<file path="config.mk">
export PLATFORM = sky130hd
export DESIGN_NAME = xfer_microseq
export DESIGN_NICKNAME = d
export VERILOG_FILES = /design/src/rtl/xfer_pkg.sv /design/src/rtl/xfer_microstore.sv /design/src/rtl/xfer_stepper.sv /design/src/rtl/xfer_microseq.sv
export SDC_FILE = /design/constraint.sdc
export NUM_CORES = 1
export LEC_CHECK = 0
export ABC_AREA = 1
export ABC_CLOCK_PERIOD_IN_PS = 900
export BUFFER_PORTS_ARGS = -buffer_cell sky130_fd_sc_hd__buf_2
export CAP_MARGIN = 0
export CORE_AREA = 2 2 39 41
export DETAILED_ROUTE_END_ITERATION = 6
export DIE_AREA = 0 0 41 43
export SETUP_SLACK_MARGIN = 0.15
export SYNTH_ARGS = -nofsm -noshare
export SYNTH_HDL_FRONTEND = slang
export SYNTH_HIERARCHICAL = 1
export SYNTH_SLANG_ARGS = --single-unit
</file>
<file path="constraint.sdc">
create_clock -name clk -period 0.9 [get_ports clk]
set_input_delay 0.045 -clock clk [delete_from_list [all_inputs] [get_ports clk]]
set_output_delay 0.045 -clock clk [all_outputs]
set_load 0.01 [all_outputs]
</file>
<file path="src/rtl/xfer_pkg.sv">
`timescale 1ns/1ps
package xfer_pkg;

   typedef enum logic [2:0] {
      ST_IDLE = 3'd0,
      ST_T1   = 3'd1,
      ST_T2   = 3'd2,
      ST_T3   = 3'd3,
      ST_FIN  = 3'd4
   } step_e;

   localparam int STROBE_COUNT = 6;

   // total word width for a bank of n registers
   function automatic int word_w(input int n);
      return 3 * n + STROBE_COUNT;
   endfunction

   // latch strobe of register i
   function automatic int pos_latch(input int n, input int i);
      return word_w(n) - 1 - i;
   endfunction

   // bus enable of register i
   function automatic int pos_drive(input int n, input int i);
      return word_w(n) - 1 - n - i;
   endfunction

   // auxiliary enable of register i (passive here)
   function automatic int pos_aux(input int n, input int i);
      return word_w(n) - 1 - 2 * n - i;
   endfunction

   // strobe k, k = 1..6
   function automatic int pos_strobe(input int k);
      return STROBE_COUNT - k;
   endfunction

endpackage

</file>
<file path="src/rtl/xfer_microstore.sv">
`timescale 1ns/1ps
module xfer_microstore
   import xfer_pkg::*;
#(
   parameter int NUM_REGS = 4,
   parameter int TARGET   = 0,
   localparam int CW      = 3 * NUM_REGS + STROBE_COUNT
) (
   input  step_e          step,
   input  logic           op,
   output logic [CW-1:0]  word_n
);

   localparam int ACC_LATCH = pos_strobe(5);
   localparam int ACC_DRIVE = pos_strobe(6);
   localparam int TGT_LATCH = pos_latch(NUM_REGS, TARGET);
   localparam int TGT_DRIVE = pos_drive(NUM_REGS, TARGET);

   generate
      if (TARGET < 0 || TARGET >= NUM_REGS) begin : g_bad_target
         $error("TARGET must index an existing register");
      end
      if (NUM_REGS < 1) begin : g_bad_regs
         $error("NUM_REGS must be at least one");
      end
   endgenerate

   // per-step microword; lines not named stay released
   always_comb begin
      word_n = '1;
      unique case (step)
         ST_T1: begin
            if (op) word_n[ACC_DRIVE] = 1'b0;
            else    word_n[TGT_DRIVE] = 1'b0;
         end
         ST_T2: begin
            if (op) begin
               word_n[ACC_DRIVE] = 1'b0;
               word_n[TGT_LATCH] = 1'b0;
            end else begin
               word_n[TGT_DRIVE] = 1'b0;
               word_n[ACC_LATCH] = 1'b0;
            end
         end
         default: word_n = '1;
      endcase
   end

endmodule

</file>
<file path="src/rtl/xfer_stepper.sv">
`timescale 1ns/1ps
module xfer_stepper
   import xfer_pkg::*;
(
   input  logic  clk,
   input  logic  rst_n,
   input  logic  start,
   input  logic  op,
   output step_e step,
   output logic  op_q,
   output logic  busy,
   output logic  done
);

   always_ff @(posedge clk) begin
      if (!rst_n) begin
         step <= ST_IDLE;
         op_q <= 1'b0;
      end else begin
         unique case (step)
            ST_IDLE: if (start) begin
               step <= ST_T1;
               op_q <= op;
            end
            ST_T1:   step <= ST_T2;
            ST_T2:   step <= ST_T3;
            ST_T3:   step <= ST_FIN;
            ST_FIN:  step <= ST_IDLE;
            default: step <= ST_IDLE;
         endcase
      end
   end

   assign busy = (step != ST_IDLE);
   assign done = (step == ST_FIN);


   fin_single_chk: assert property (@(posedge clk) disable iff (!rst_n)
      done |=> !done);


   fin_after_t3_chk: assert property (@(posedge clk) disable iff (!rst_n)
      (step == ST_T3) |=> done);


   busy_from_start_chk: assert property (@(posedge clk) disable iff (!rst_n)
      $rose(busy) |-> $past(start));


   op_hold_chk: assert property (@(posedge clk) disable iff (!rst_n)
      (busy && $past(busy)) |-> $stable(op_q));

endmodule

</file>
<file path="src/rtl/xfer_microseq.sv">
`timescale 1ns/1ps
module xfer_microseq
   import xfer_pkg::*;
#(
   parameter int NUM_REGS = 4,
   parameter int TARGET   = 0,
   localparam int CW      = 3 * NUM_REGS + STROBE_COUNT
) (
   input  logic          clk,
   input  logic          rst_n,
   input  logic          start,
   input  logic          opcode,
   output logic [CW-1:0] ctrl_n,
   output logic          busy,
   output logic          done
);

   step_e step;
   logic  op_q;

   xfer_stepper u_step (
      .clk   (clk),
      .rst_n (rst_n),
      .start (start),
      .op    (opcode),
      .step  (step),
      .op_q  (op_q),
      .busy  (busy),
      .done  (done)
   );

   xfer_microstore #(
      .NUM_REGS (NUM_REGS),
      .TARGET   (TARGET)
   ) u_store (
      .step   (step),
      .op     (op_q),
      .word_n (ctrl_n)
   );


   idle_rest_chk: assert property (@(posedge clk) disable iff (!rst_n)
      !busy |-> (ctrl_n == '1));


   first_step_one_line_chk: assert property (@(posedge clk) disable iff (!rst_n)
      $rose(busy) |-> ($countones(~ctrl_n) == 1));


   at_most_two_low_chk: assert property (@(posedge clk) disable iff (!rst_n)
      $countones(~ctrl_n) <= 2);


   done_word_rest_chk: assert property (@(posedge clk) disable iff (!rst_n)
      done |-> (ctrl_n == '1));

endmodule

</file>
==> qor.yml, run 1 <==
outcome: "finished, violations left"
violations: "negative setup slack"
fin_util: 0.325
grt_overflow: 0
avgRoutedWirePerCell_um: 7.50
yosysWarnings: 6
place.gp.congestion: 0.679
critPathArrivalTime_ns: 0.97
die_y_um: 43
ys_seq_elements: 4
seqPwrFrac: 0.319
portBuffers: 9
clock_latency_ns: 0.24
swShare: 0.337
r2r_slack_ns: -0.08
rr_startpoint: "u_step/step[1]"
nFillCells: 159
synth.distinct_cells: 14
hold_ws_ns: 0.0655
grtUsageTotal: 0.0764
design_area_um2: 450
syn_to_final_growth_pct: 34.8
min_path_cells: 3
antenna_found_initial: 0
hold_violations: 0
powerDensity_nw_per_um2: 1550
pre_cts_ws_ns: 0.0615
cp_max_fo: 4
synth_largest_area_cell: "buf_4"
ys.flop_type: "dfxtp_1"
dp.final_hpwl_um: 393
grt_pass1_vias: 213
final_nets: 72
layout_min_cycle_time_ns: 1.01
ys_seq_area_frac: 0.240
ir_worst_vdd_mv: 0.582
drt_iter0_drc: 0
slew_viol_final: 0
num_rows: 14
multi_input_area_um2: 189
die_w_um: 41
skew_ns: 0.00528
numClockSinks: 4
routed_wl_um: 615
vias_per_cell: 3.48
avgSynthCellArea_um2: 6.68
cp-endpoint: "ctrl_n[1]"
synthTopCellsByCount: "buf_4 (14), inv_1 (9), nand2_1 (9)"
drive_gt1_frac: 0.485
antenna_cells: 0
dieArea_um2: 1760
synth_top_area_frac: 0.315
clk_pin_slew_worst_paths_ns: 0.04
netlist_top_cells_area: "buf_4 (31%), dfxtp_1 (24%), inv_1 (10%)"
end_kind: "output pin"
reg2reg_to: "u_step/op_q"
grt_first_pass_wirelength_um: 841
netlist_instances: 50
clock_power_share: 0.320
antenna_left: 0
min_path_type: "primary input to register"
p_leak_nw: 0.239
start_kind: "register"
ctsHtreeMaxLevel: 1
core_region_area_um2: 1380
clock.fmax_mhz: 987
crit_start: "u_step/step[0]"
clockBufferDepth: 2
comb_power_share: 0.361
internal_power_uw: 462
clockRootBuffer: "clkbuf_4"
cp.required_ns: 0.85
p_sw_uw: 235
yosysMostFrequentCell: "buf_4"
placed_area_um2: 344
path_class: "register to output pin"
p_total_uw: 697
postCtsHoldBufs: 0
ff_latch_area_um2: 88.8
rsz0062_at_grt: "yes"
cap_violations: 0
cts_tree: "yes"
synth_edf_count: 0
io_pins: 24
netlist_area_um2: 334
grt_max_degree: 6
setup_viol: 7
synthArstFlopShare: 0
cts_made_buffers: 3
r2r_cells: 7
dr.pass1.iters: 1
fin_crit_sh: 1.13
drc: 0
finalWorstSetupSlack_ns: -0.113
start_util: 0.241
vias: 285
==> worst max-delay path, cell delays in order (launching register included) <==
cell and delay (ns):
dfxtp_4 0.35, inv_2 0.05, nand2_2 0.05, nor2_2 0.10, nand2_1 0.06, buf_2 0.13
==> kinds of logic (layout without fill, tap and decap cells) <==
kind of cell | count (synthesis) | after routing | synth area share
other | 1 | 14 | 0.0112
buffers and inverters | 23 | 26 | 0.416
AND/OR/NAND/NOR | 22 | 22 | 0.333
flip-flops | 4 | 4 | 0.240
==> registers in the layout, indices dropped and copies added (netlist names) <==
| name | count |
|---|---|
| u_step/step | 3 |
| u_step/op_q | 1 |
==> per-stage QoR <==
stage,cells,setup TNS [ns]
5_1_grt,82,-1.09
3_5_place_dp,74,0
3_3_place_gp,74,0
4_1_cts,79,-0.619
6_report,82,-0.649
2_1_floorplan,63,0
==> area by class of cell <==
cell class                 count  share of cell area
inverter                       9              0.0750
clock buffer                   3              0.0500
timing repair buffer          14               0.214
multi-input combinational     36               0.419
sequential                     4               0.197
tap                           16              0.0444
==> cell usage in the layout (no fill, tap or decap), drive strengths merged <==
master,n
buf,14
clkbuf,3
conb,14
dfxtp,4
inv,9
nand2,10
nand3,3
nand4,1
nor2,6
nor3,1
nor3b,1
==> repair_timing <==
item	4_1_cts	5_1_grt
gates resized for setup	5	10
pin swaps	1	3
endpoints found under the setup margin	9	10
buffers inserted	2	3
==> layer usage <==
layer / vias up / wire (um) / part of all wire / global-route usage
li1: 153 / - / - / -
met1: 113 / 262 / 0.43 / 0.0903
met2: 17 / 277 / 0.45 / 0.0938
met3: 2 / 68 / 0.11 / 0.0314
met4: 0 / 7 / 0.011 / 0.0800
met5: - / 0 / 0 / 0
==> power groups by stage <==
| stage | sequential, mW | combinational (mW) | clock (mW) |
|---|---|---|---|
| after CTS | 0.222 | 0.199 | 0.237 |
| after global placement | 0.223 | 0.170 | 0 |
| final | 0.223 | 0.251 | 0.223 |
| after global routing | 0.225 | 0.282 | 0.253 |
| after detailed placement | 0.225 | 0.173 | 0 |
| after floorplan | 0.220 | 0.173 | 0 |
==> worst min-delay path by stage <==
stage                     endpoint  slack, ns   from
floorplan              u_step/op_q       0.17  rst_n
global placement       u_step/op_q       0.29  rst_n
detailed placement     u_step/op_q       0.29  rst_n
CTS                    u_step/op_q       0.03  rst_n
global route        u_step/step[2]       0.06  rst_n
finish                 u_step/op_q       0.07  rst_n
Power figures use the tool's default switching activity.
==> inputs of run 2 (changes only) <==
Settings changed: ABC_AREA 1 to not set.
==> qor.yml, run 2 <==
outcome: "finished, violations left"
violations: "negative setup slack"
cp_max_fo: 5
antenna_cells: 0
antenna_left: 0
start_kind: "register"
place.gp.congestion: 0.689
io_pins: 24
powerDensity_nw_per_um2: 1500
design_area_um2: 459
p_sw_uw: 209
crit_slowest_cell: "dfxtp_4"
clk_pin_slew_worst_paths_ns: 0.04
hold_violations: 0
netlist_instances: 40
yosysMostFrequentCell: "buf_4"
start_util: 0.227
grtUsageTotal: 0.0752
routed_wl_um: 552
netlist_top_cells_area: "buf_4 (33%), dfxtp_1 (25%), nand2_1 (8.4%)"
num_rows: 14
grt_first_pass_wirelength_um: 869
layout_min_cycle_time_ns: 1.13
layout_common_cells: "conb_1 (14), buf_2 (8), nand2_1 (7)"
clock.fmax_mhz: 888
vias_per_cell: 3.49
synth_edf_count: 0
mostFrequentLayoutCell: "conb_1"
die_y_um: 43
dieArea_um2: 1760
critPathArrivalTime_ns: 1.08
avgSynthCellArea_um2: 7.85
ir_worst_vdd_mv: 0.440
clockBufferDepth: 2
grt.busiest_layer: "met2"
grt_use_met2: 0.0969
vias: 255
skew_ns: 0.00717
synth_top_area_frac: 0.335
clock_power_share: 0.350
slew_viol_final: 0
p_leak_nw: 0.225
path_class: "register to output pin"
cap_violations: 0
grt_pass1_vias: 219
netlist_area_um2: 314
drt_iter0_drc: 0
drive_gt1_frac: 0.509
drc: 0
synthTopCellsByCount: "buf_4 (14), nand2_1 (7), dfxtp_1 (4), nor2_1 (4)"
setup_viol: 7
clockRootBuffer: "clkbuf_4"
dr.pass1.iters: 1
ys_seq_area_frac: 0.255
portBuffers: 9
cpPeakStageDelay_ns: 0.36
ys.flop_type: "dfxtp_1"
numClockSinks: 4
cts_made_buffers: 3
die_w_um: 41
synth_largest_area_cell: "buf_4"
grt_max_degree: 8
comb_power_share: 0.324
nFillCells: 163
min_path_type: "primary input to register"
r2r_slack_ns: -0.10
yosysWarnings: 6
rsz0062_at_grt: "yes"
fin_util: 0.332
internal_power_uw: 481
grt_overflow: 0
placed_area_um2: 358
use_met3: 0.0157
ys_seq_elements: 4
cts_tree: "yes"
largest_register_ffs: 3
finalWorstSetupSlack_ns: -0.227
final_nets: 62
syn_to_final_growth_pct: 46.2
clock_latency_ns: 0.24
worstPathCellList: "or3_4, buf_6"
gr-usage-met1: 0.0929
antenna_found_initial: 0
dp.final_hpwl_um: 403
top_regs: "u_step/step: 3 flops, u_step/op_q: 1 flops"
max_flop_register: "u_step/step"
synthArstFlopShare: 0
cp.required_ns: 0.85
seqPwrFrac: 0.326
avgRoutedWirePerCell_um: 7.56
fin_crit_sh: 1.25
end_kind: "output pin"
core_region_area_um2: 1380
synth.distinct_cells: 15
ctsHtreeMaxLevel: 1
swShare: 0.303
[run 2: cell count changes in the layout (fill, tap and decap cells not counted), moves of 2 or more]
| cell | before | now |
|---|---|---|
| nand2_2 | 2 | 0 |
| inv_1 | 6 | 0 |
| inv_2 | 3 | 0 |
| nand3_2 | 2 | 0 |
[run 2: timing repair]
action,4_1_cts,5_1_grt
gates resized for setup,9,3
setup buffers,3,0
hold buffers,0,0
endpoints found under the setup margin,10,9
pin swaps,2,3
[run 2: power by group through the flow]
| stage | clock network, mW | logic [mW] | registers, mW |
|---|---|---|---|
| floorplan | 0 | 0.160 | 0.224 |
| global placement | 0 | 0.165 | 0.227 |
| detailed placement | 0 | 0.165 | 0.229 |
| CTS | 0.259 | 0.215 | 0.221 |
| global route | 0.273 | 0.247 | 0.228 |
| finish | 0.242 | 0.224 | 0.225 |
[run 2: metal layers]
layer,wire (um),vias up
met3,65,0
li1,-,129
met2,266,16
met4,0,0
met5,0,-
met1,221,110
[run 2: final timing paths]
path	endpoint	cells after the start	start
max	busy	2	u_step/step[0]
min	u_step/op_q	3	opcode
max reg2reg	u_step/op_q	3	u_step/step[2]
min reg2reg	u_step/op_q	2	u_step/op_q
[run 2: cells by family (layout without fill, tap and decap cells)]
kind of cell / count (synthesis) / in the layout / share of synthesized area
and+or+nand+nor: 18 / 18 / 0.311
buffers and inverters: 14 / 18 / 0.335
DFF: 4 / 4 / 0.255
xor gates and xnor gates: 2 / 2 / 0.0558
other: 1 / 14 / 0.0119
muxes: 1 / 1 / 0.0319
[run 2: layout make-up]
type                    instances  area [um^2]  share of cell area
multi-input cells              35          225               0.490
repair buffers                 14         96.3               0.210
flip-flops and latches          4         91.3               0.199
clock buffers                   4         26.3              0.0572
well taps                      16         20.0              0.0436
[run 2: critical path, delay by kind of cell, from the launching register on]
family,cells,cell delay [ns]
DFF,1,0.36
buffers and inverters,1,0.13
and+or+nand+nor,1,0.36
[run 2: metrics by stage]
| stage | power [mW] | hold WS, ns | setup TNS, ns | instances | setup slack (ns) |
|---|---|---|---|---|---|
| 2_1_floorplan | 0.384 | 0.187 | 0 | 53 | 0.0224 |
| 3_3_place_gp | 0.392 | 0.308 | -0.0220 | 66 | -0.0220 |
| 3_5_place_dp | 0.393 | 0.312 | -0.0432 | 66 | -0.0280 |
| 4_1_cts | 0.694 | 0.0643 | -1.22 | 73 | -0.234 |
| 5_1_grt | 0.748 | 0.0959 | -1.50 | 73 | -0.259 |
| 6_report | 0.690 | 0.0738 | -1.07 | 73 | -0.227 |
==> inputs of run 3 (changes only) <==
Settings changed: ABC_CLOCK_PERIOD_IN_PS 900 to 1400.
Clock period 0.9 ns to 1.4 ns, I/O delays scaled along.
==> qor.yml, run 3 (synthesis gave the netlist of run 2 again) <==
clockBufferDepth: 2
clockRootBuffer: "clkbuf_4"
fin_tns_setup_ns: 0
syn_to_final_growth_pct: 18.3
layout_common_cells: "conb_1 (14), buf_2 (8), nand2_1 (7)"
worstPathCellList: "buf_4, xor2_1, nand2_1, buf_2"
vias: 240
grt_max_degree: 9
placed_area_um2: 323
finalWorstSetupSlack_ns: 0.235
cp.required_ns: 1.33
die_w_um: 41
clock.fmax_mhz: 858
vias_per_cell: 3.53
min_path_type: "primary input to register"
drc: 0
max_flop_register: "u_step/step"
grt_overflow: 0
dieArea_um2: 1760
antenna_left: 0
grtUsageTotal: 0.0762
avgRoutedWirePerCell_um: 7.25
cap_violations: 0
rsz0062_at_grt: "no"
path_class: "register to output pin"
powerDensity_nw_per_um2: 1050
top_regs: "u_step/step: 3 flops, u_step/op_q: 1 flops"
place.gp.congestion: 0.656
antenna_found_initial: 0
dp.final_hpwl_um: 387
start_util: 0.227
design_area_um2: 372
numClockSinks: 4
ir_worst_vdd_mv: 0.295
dr.pass1.iters: 1
core_region_area_um2: 1380
cpPeakStageDelay_ns: 0.33
skew_ns: 0.00500
die_y_um: 43
clock_latency_ns: 0.23
num_rows: 14
r2r_slack_ns: 0.35
final_nets: 58
grt_pass1_vias: 204
grt_first_pass_wirelength_um: 841
drive_gt1_frac: 0.365
min_path_cells: 3
end_kind: "output pin"
p_leak_nw: 0.184
clk_pin_slew_worst_paths_ns: 0.04
setup_viol: 0
fin_crit_sh: 0.832
r2r_cells: 3
nFillCells: 164
cp_max_fo: 7
start_kind: "register"
layout_min_cycle_time_ns: 1.16
multi_input_area_um2: 181
postCtsHoldBufs: 0
portBuffers: 9
routed_wl_um: 493
io_pins: 24
critPathArrivalTime_ns: 1.09
drt_iter0_drc: 0
slew_viol_final: 0
cts_made_buffers: 3
cts_tree: "yes"
antenna_cells: 0
outcome: "completed"
mostFrequentLayoutCell: "conb_1"
ctsHtreeMaxLevel: 1
ff_latch_area_um2: 88.8
pre_cts_ws_ns: 0.351
hold_violations: 0
crit_slowest_cell: "dfxtp_4"
largest_register_ffs: 3
[run 3: cell type report]
| cell class | count | area share |
|---|---|---|
| clock buffers | 3 | 0.0606 |
| repair buffers | 10 | 0.158 |
| well taps | 16 | 0.0539 |
| multi-input cells | 35 | 0.488 |
| flip-flops and latches | 4 | 0.239 |
[run 3: metal layers]
layer,GRT usage,routed length [um]
met1,0.0769,180
met4,0.0600,6
met3,0.0471,62
met5,0,0
met2,0.106,244
[run 3: power by group]
part | switching [mW] | internal [mW] | leakage (nW)
sequential | 0.0104 | 0.124 | 0.0346
combinational | 0.0610 | 0.0538 | 0.136
clock | 0.0432 | 0.0956 | 0.0138
[run 3: path summary, 6_finish.rpt]
path | to | startpoint
min | u_step/op_q | opcode
max | ctrl_n[0] | u_step/step[1]
max reg2reg | u_step/op_q | u_step/step[1]
min reg2reg | u_step/op_q | u_step/op_q
[run 3: repair_timing]
| item | CTS | global route |
|---|---|---|
| endpoints found under the setup margin | 1 | 0 |
| resized for setup | 7 | 0 |
| buffers inserted | 1 | 0 |
[run 3: critical path: cells and delay by family (launching register included)]
kind / cells / cell delay (ns)
XOR/XNOR: 1 / 0.18
AND/OR/NAND/NOR: 1 / 0.07
buffers and inverters: 2 / 0.28
flip-flops: 1 / 0.33
[run 3: stage by stage]
step	hold WS (ns)	utilization	instances	total power, mW
5_1_grt	0.103	0.269	68	0.429
3_5_place_dp	0.337	0.233	64	0.235
2_1_floorplan	0.212	-	53	0.236
4_1_cts	0.0930	0.269	68	0.398
6_report	0.0978	0.269	68	0.388
3_3_place_gp	0.331	0.233	64	0.234
